### config.mk
export PLATFORM = sky130hd
export DESIGN_NAME = gpio_irq_unit
export DESIGN_NICKNAME = d
export VERILOG_FILES = /design/src/rtl/gpio_irq_pkg.sv /design/src/rtl/gpio_half_reg.sv /design/src/rtl/gpio_edge_latch.sv /design/src/rtl/gpio_irq_unit.sv
export SDC_FILE = /design/constraint.sdc
export NUM_CORES = 1
export LEC_CHECK = 0
export CAP_MARGIN = 5
export CORE_ASPECT_RATIO = 1.1
export CORE_MARGIN = 3
export CORE_UTILIZATION = 50
export CTS_CLUSTER_SIZE = 14
export DETAILED_ROUTE_END_ITERATION = 8
export DONT_BUFFER_PORTS = 1
export GPL_TIMING_DRIVEN = 0
export PLACE_DENSITY_LB_ADDON = 0.15
export RECOVER_POWER = 50
export REMOVE_ABC_BUFFERS = 1
export SLEW_MARGIN = 30
export SYNTH_ARGS = -nofsm -noshare
export SYNTH_HDL_FRONTEND = slang
export SYNTH_HIERARCHICAL = 1
export SYNTH_SLANG_ARGS = --single-unit
### constraint.sdc
create_clock -name clk -period 2.8 [get_ports clk]
set_input_delay 0 -clock clk [delete_from_list [all_inputs] [get_ports clk]]
set_output_delay 0 -clock clk [all_outputs]
set_load 0.1 [all_outputs]
### src/rtl/gpio_irq_pkg.sv
package gpio_irq_pkg;
    localparam int HALF_W = 16;

    localparam logic [7:0] OFF_EN   = 8'h10;
    localparam logic [7:0] OFF_MASK = 8'h18;
    localparam logic [7:0] OFF_TYPE = 8'h20;
    localparam logic [7:0] OFF_POL  = 8'h28;
    localparam logic [7:0] OFF_STAT = 8'h50;
    localparam logic [7:0] OFF_EOI  = 8'h60;

    // byte offset of half h of a register starting at base
    function automatic logic [7:0] half_addr(input logic [7:0] base, input int h);
        return base + 8'(4 * h);
    endfunction
endpackage

### src/rtl/gpio_half_reg.sv
// Pin-wide register written through 16-bit halves with per-bit write enables.
module gpio_half_reg
    import gpio_irq_pkg::*;
#(
    parameter int          NPINS  = 32,
    parameter int          ADDR_W = 8,
    parameter logic [7:0]  BASE   = 8'h10,
    parameter logic [NPINS-1:0] RST_VAL = '0
) (
    input  logic              clk,
    input  logic              rst_n,
    input  logic              wr_en,
    input  logic [ADDR_W-1:0] addr,
    input  logic [31:0]       wdata,
    output logic [NPINS-1:0]  q
);
    localparam int NHALF = NPINS / HALF_W;

    logic [NPINS-1:0] q_next;

    always_comb begin
        q_next = q;
        for (int h = 0; h < NHALF; h++) begin
            if (wr_en && addr == ADDR_W'(half_addr(BASE, h))) begin
                for (int k = 0; k < HALF_W; k++) begin
                    if (wdata[k + HALF_W]) begin
                        q_next[h * HALF_W + k] = wdata[k];
                    end
                end
            end
        end
    end

    always_ff @(posedge clk) begin
        if (!rst_n) begin
            q <= RST_VAL;
        end else begin
            q <= q_next;
        end
    end
endmodule

### src/rtl/gpio_edge_latch.sv
// Per-pin edge detector against the previous sample, with a pending latch.
module gpio_edge_latch #(
    parameter int NPINS = 32
) (
    input  logic             clk,
    input  logic             rst_n,
    input  logic [NPINS-1:0] pin_i,
    input  logic [NPINS-1:0] type_q,
    input  logic [NPINS-1:0] pol_q,
    input  logic [NPINS-1:0] clr,
    output logic [NPINS-1:0] pend
);
    for (genvar i = 0; i < NPINS; i++) begin : g_pin
        logic prev;
        logic hit;

        // edge of the selected direction, only for edge-typed pins
        assign hit = type_q[i] & (pol_q[i] ? (pin_i[i] & ~prev)
                                           : (~pin_i[i] & prev));

        always_ff @(posedge clk) begin
            if (!rst_n) begin
                prev    <= 1'b0;
                pend[i] <= 1'b0;
            end else begin
                prev    <= pin_i[i];
                // a new edge overrides a clear in the same cycle
                pend[i] <= (pend[i] & ~clr[i]) | hit;
            end
        end
    end
endmodule

### src/rtl/gpio_irq_unit.sv
module gpio_irq_unit
    import gpio_irq_pkg::*;
#(
    parameter int NPINS  = 32,
    parameter int ADDR_W = 8
) (
    input  logic              clk,
    input  logic              rst_n,
    input  logic [NPINS-1:0]  pin_i,
    input  logic              bus_wr,
    input  logic [ADDR_W-1:0] bus_addr,
    input  logic [31:0]       bus_wdata,
    output logic [31:0]       bus_rdata,
    output logic              irq_o
);
    localparam int NHALF = NPINS / HALF_W;

    logic [NPINS-1:0] en_q;
    logic [NPINS-1:0] mask_q;
    logic [NPINS-1:0] type_q;
    logic [NPINS-1:0] pol_q;
    logic [NPINS-1:0] edge_pend;
    logic [NPINS-1:0] eoi_clr;
    logic [NPINS-1:0] level_act;
    logic [NPINS-1:0] raw_req;
    logic [NPINS-1:0] status;

    gpio_half_reg #(.NPINS(NPINS), .ADDR_W(ADDR_W), .BASE(OFF_EN), .RST_VAL('0)) u_en (
        .clk(clk), .rst_n(rst_n), .wr_en(bus_wr), .addr(bus_addr),
        .wdata(bus_wdata), .q(en_q));

    gpio_half_reg #(.NPINS(NPINS), .ADDR_W(ADDR_W), .BASE(OFF_MASK), .RST_VAL('1)) u_mask (
        .clk(clk), .rst_n(rst_n), .wr_en(bus_wr), .addr(bus_addr),
        .wdata(bus_wdata), .q(mask_q));

    gpio_half_reg #(.NPINS(NPINS), .ADDR_W(ADDR_W), .BASE(OFF_TYPE), .RST_VAL('0)) u_type (
        .clk(clk), .rst_n(rst_n), .wr_en(bus_wr), .addr(bus_addr),
        .wdata(bus_wdata), .q(type_q));

    gpio_half_reg #(.NPINS(NPINS), .ADDR_W(ADDR_W), .BASE(OFF_POL), .RST_VAL('0)) u_pol (
        .clk(clk), .rst_n(rst_n), .wr_en(bus_wr), .addr(bus_addr),
        .wdata(bus_wdata), .q(pol_q));

    // end-of-interrupt: clear bit k where both value and enable are set
    always_comb begin
        eoi_clr = '0;
        for (int h = 0; h < NHALF; h++) begin
            if (bus_wr && bus_addr == ADDR_W'(half_addr(OFF_EOI, h))) begin
                eoi_clr[h * HALF_W +: HALF_W] =
                    bus_wdata[HALF_W +: HALF_W] & bus_wdata[0 +: HALF_W];
            end
        end
    end

    gpio_edge_latch #(.NPINS(NPINS)) u_edge (
        .clk(clk), .rst_n(rst_n), .pin_i(pin_i), .type_q(type_q),
        .pol_q(pol_q), .clr(eoi_clr), .pend(edge_pend));

    assign level_act = ~(pin_i ^ pol_q);
    assign raw_req   = (type_q & edge_pend) | (~type_q & level_act);
    assign status    = raw_req & en_q & ~mask_q;
    assign irq_o     = |status;

    // read-back mux
    always_comb begin
        bus_rdata = '0;
        if (bus_addr == ADDR_W'(OFF_STAT)) begin
            bus_rdata = 32'(status);
        end
        for (int h = 0; h < NHALF; h++) begin
            if (bus_addr == ADDR_W'(half_addr(OFF_EN, h))) begin
                bus_rdata = {16'h0, en_q[h * HALF_W +: HALF_W]};
            end
            if (bus_addr == ADDR_W'(half_addr(OFF_MASK, h))) begin
                bus_rdata = {16'h0, mask_q[h * HALF_W +: HALF_W]};
            end
            if (bus_addr == ADDR_W'(half_addr(OFF_TYPE, h))) begin
                bus_rdata = {16'h0, type_q[h * HALF_W +: HALF_W]};
            end
            if (bus_addr == ADDR_W'(half_addr(OFF_POL, h))) begin
                bus_rdata = {16'h0, pol_q[h * HALF_W +: HALF_W]};
            end
        end
    end
endmodule

==> results.md <==
- GRT Resource Usage Total: roughly 32%
- WHS: just over 50 ps
- CTS root buf: clkbuf_16
- Period utilisation layout: 101%
- Drt total wl: about 41 mm
- CP arrival: ~3100 ps
- Core Rows: 57
- CTS tree: built
- Fin area: between 0.01 and 0.015 mm2
- Commonest cells after routing, fill and taps aside: dfxtp_1, dlygate4sd3_1, nand2_1
- Largest net degree at the start of global routing: between 150 and 200
- Synth Instances: around 1,300
- Post-synth EDFFs: 0
- DRC: 0
- Skew final: between 10 and 15 ps
- Layout Cells excl Fill: between 1,500 and 2,000
- PwrDens: 400 mW/mm2
- CTS Sinks: approximately 190
- Last weighted congestion value of the routability-driven placer: 0.809
- Switching power total: between 1 and 1.5 mW
- Mapped Avg Cell Area: around 8.7 um2
- Failing checks: setup timing
- Max-slew headroom: 5.56%
- Synth Warn #: 6
- Comb pwr share: between 10% and 20%
- Kind of critical path: in2reg
- H-tree depth: 4
- Num CTS Buffers: 17
- F_max: 354 MHz
- Internal Power: 4.29 mW
- Dpl ws: between 150 and 200 ps
- Top FF cell, synth: dfxtp_1
- Final count of pins violating max slew: 0
- Initial Util: a little over 50%
- Reg power frac: 47.9%
- Post-route ant nets: 0
- Final WS setup: -25.7 ps
- Dpl hpwl: 24.0 mm
- WL/cell: approximately 23 um
- Most common cell after layout, fill and taps aside: dfxtp_1
- Die height: 166 um
- GRT overflow: 0
- Max_cap viols: 0
- Drt via density: around 6.6
- Die width: around 150 um
- Sequential share of the synthesized area: 33.2%
- RSZ-0062 raised after global routing: false
- Area post-placement: approximately 0.012 mm2
- Power Total: about 5.8 mW
- Synthesized cell area: roughly 0.012 mm2
- Num ports: around 110
- FF+latch count, synth: 192
- Yosys cell types: 51
- Clk pin slew, worst setup/hold paths: 70 ps
- Leakage: ~5.4 nW
- Pre-antenna DRT Iters: 6
- HP Class: in2reg
- Clk_lat worst skew: ~440 ps
- CP Capture Type: flip-flop
- Dpl cells: approximately 1,600
- Layout cells sized above 1: under 10%
- Core Util, Final: approximately 64%
- Initial antenna violation count: 2
- Worst-Margin Slew: around 1400 ps
- Clk buf depth: 2
- Final Critical Period: 2830 ps
- CP max FO: 85
- Switching Fraction: 25.8%
- Die ar.: 0.0250 mm2
- Setup_tns: -81.9 ps
- # setup viols final: 7
- Status: finished with violations
- Number of DRC markers in iteration 0: approximately 1,100
- Final number of hold-violating endpoints: 0
- Via Count: 11,800
- Clock power share: a little over two fifths
- Fill cells: 1,904
- Worst EP required: just over 3000 ps
- Critical Path Source Type: primary input
- FFs w/ async S/R, synth: 0%
- Vias in the first global route: around 11,000
- Global-route wire length before repair: between 60 and 70 mm
- Core area: approximately 0.022 mm2
- Nets: between 1,500 and 2,000
- P&R area growth vs syn: 24.8%
- Worst VDD drop: between 300 and 400 uV
- Number of port buffers: 0
[cell type report]
type,count,area (um2),share of cell area (%)
diodes,2,5.00,0.0346
clock buffers,21,460,3.19
inverters,1,3.75,0.0260
well taps,295,369,2.55
clock inverters,11,105,0.727
multi-input cells,1035,7460,51.6
flip-flops and latches,192,3840,26.6
repair buffers,223,2210,15.3
[routing by layer]
metal	GRT usage [%]	share of wire, %
met1	43.5	41
met2	50.4	46
met3	6.89	9.9
met4	10.8	3.0
met5	0	0
[what timing repair did]
action / CTS / global route
hold buffers: 189 / 0
setup endpoints to repair: 1 / 0
gates resized for setup: 1 / 0
buffers inserted: 0 / 0
endpoints found under the hold margin: 192 / 0
[worst max-delay path, cell delays in order]
cell and delay, ps:
dlygate4sd3_1 620, nor4bb_1 1170, dlygate4sd3_1 990, nand4_1 180, mux2i_1 150
[power by group through the flow]
stage	Sequential, mW	Combinational [mW]	Clock [mW]
3_3_place_gp	2.83	0.266	0
6_report	2.77	0.579	2.43
4_1_cts	2.76	0.569	2.45
2_1_floorplan	2.82	0.208	0
5_1_grt	2.77	0.611	2.56
3_5_place_dp	2.83	0.300	0
[path summary, 6_finish.rpt]
kind / startpoint / endpoint / slack (ps) / cells past startpoint
hold reg to reg: u_en/q[1] / u_en/q[1] / 480 / 2
setup / recovery: bus_addr[3] / u_en/q[21] / -30 / 5
hold / removal: bus_addr[1] / u_en/q[2] / 50 / 4
setup reg to reg: u_type/q[1] / u_type/q[1] / 980 / 4
[flip-flops by register name, indices dropped and copies added (netlist names)]
name               flops
u_pol/q               32
u_mask/q              32
u_en/q                32
u_type/q              32
u_edge/g_pin.prev     32
u_edge/pend           32
[kinds of logic after synthesis]
family,count (synthesis),share of synthesized area (%)
flops,192,33.2
xor+xnor,32,2.42
mux,113,9.76
buf+inv,102,5.01
simple gates,624,33.6
compound gates,266,16.0
[Yosys cell counts, drive strengths merged, types with 17 or more instances]
library cell,instances,area share [%]
a21oi,44,1.9
a31oi,39,2.1
a41oi,32,2.4
and2,32,1.7
and4b,60,5.2
buf,52,3.4
clkbuf,49,1.6
dfxtp,192,33
mux2i,113,9.8
nand2,184,6.0
nand2b,38,2.1
nand4,58,3.1
nand4b,49,3.7
nor2,65,2.2
nor2b,55,3.0
nor3b,29,1.9
nor4bb,34,2.9
o21ai,39,1.7
o22ai,17,0.92
o31a,32,2.4
xnor2,32,2.4
(Power assumes the default switching activity.)
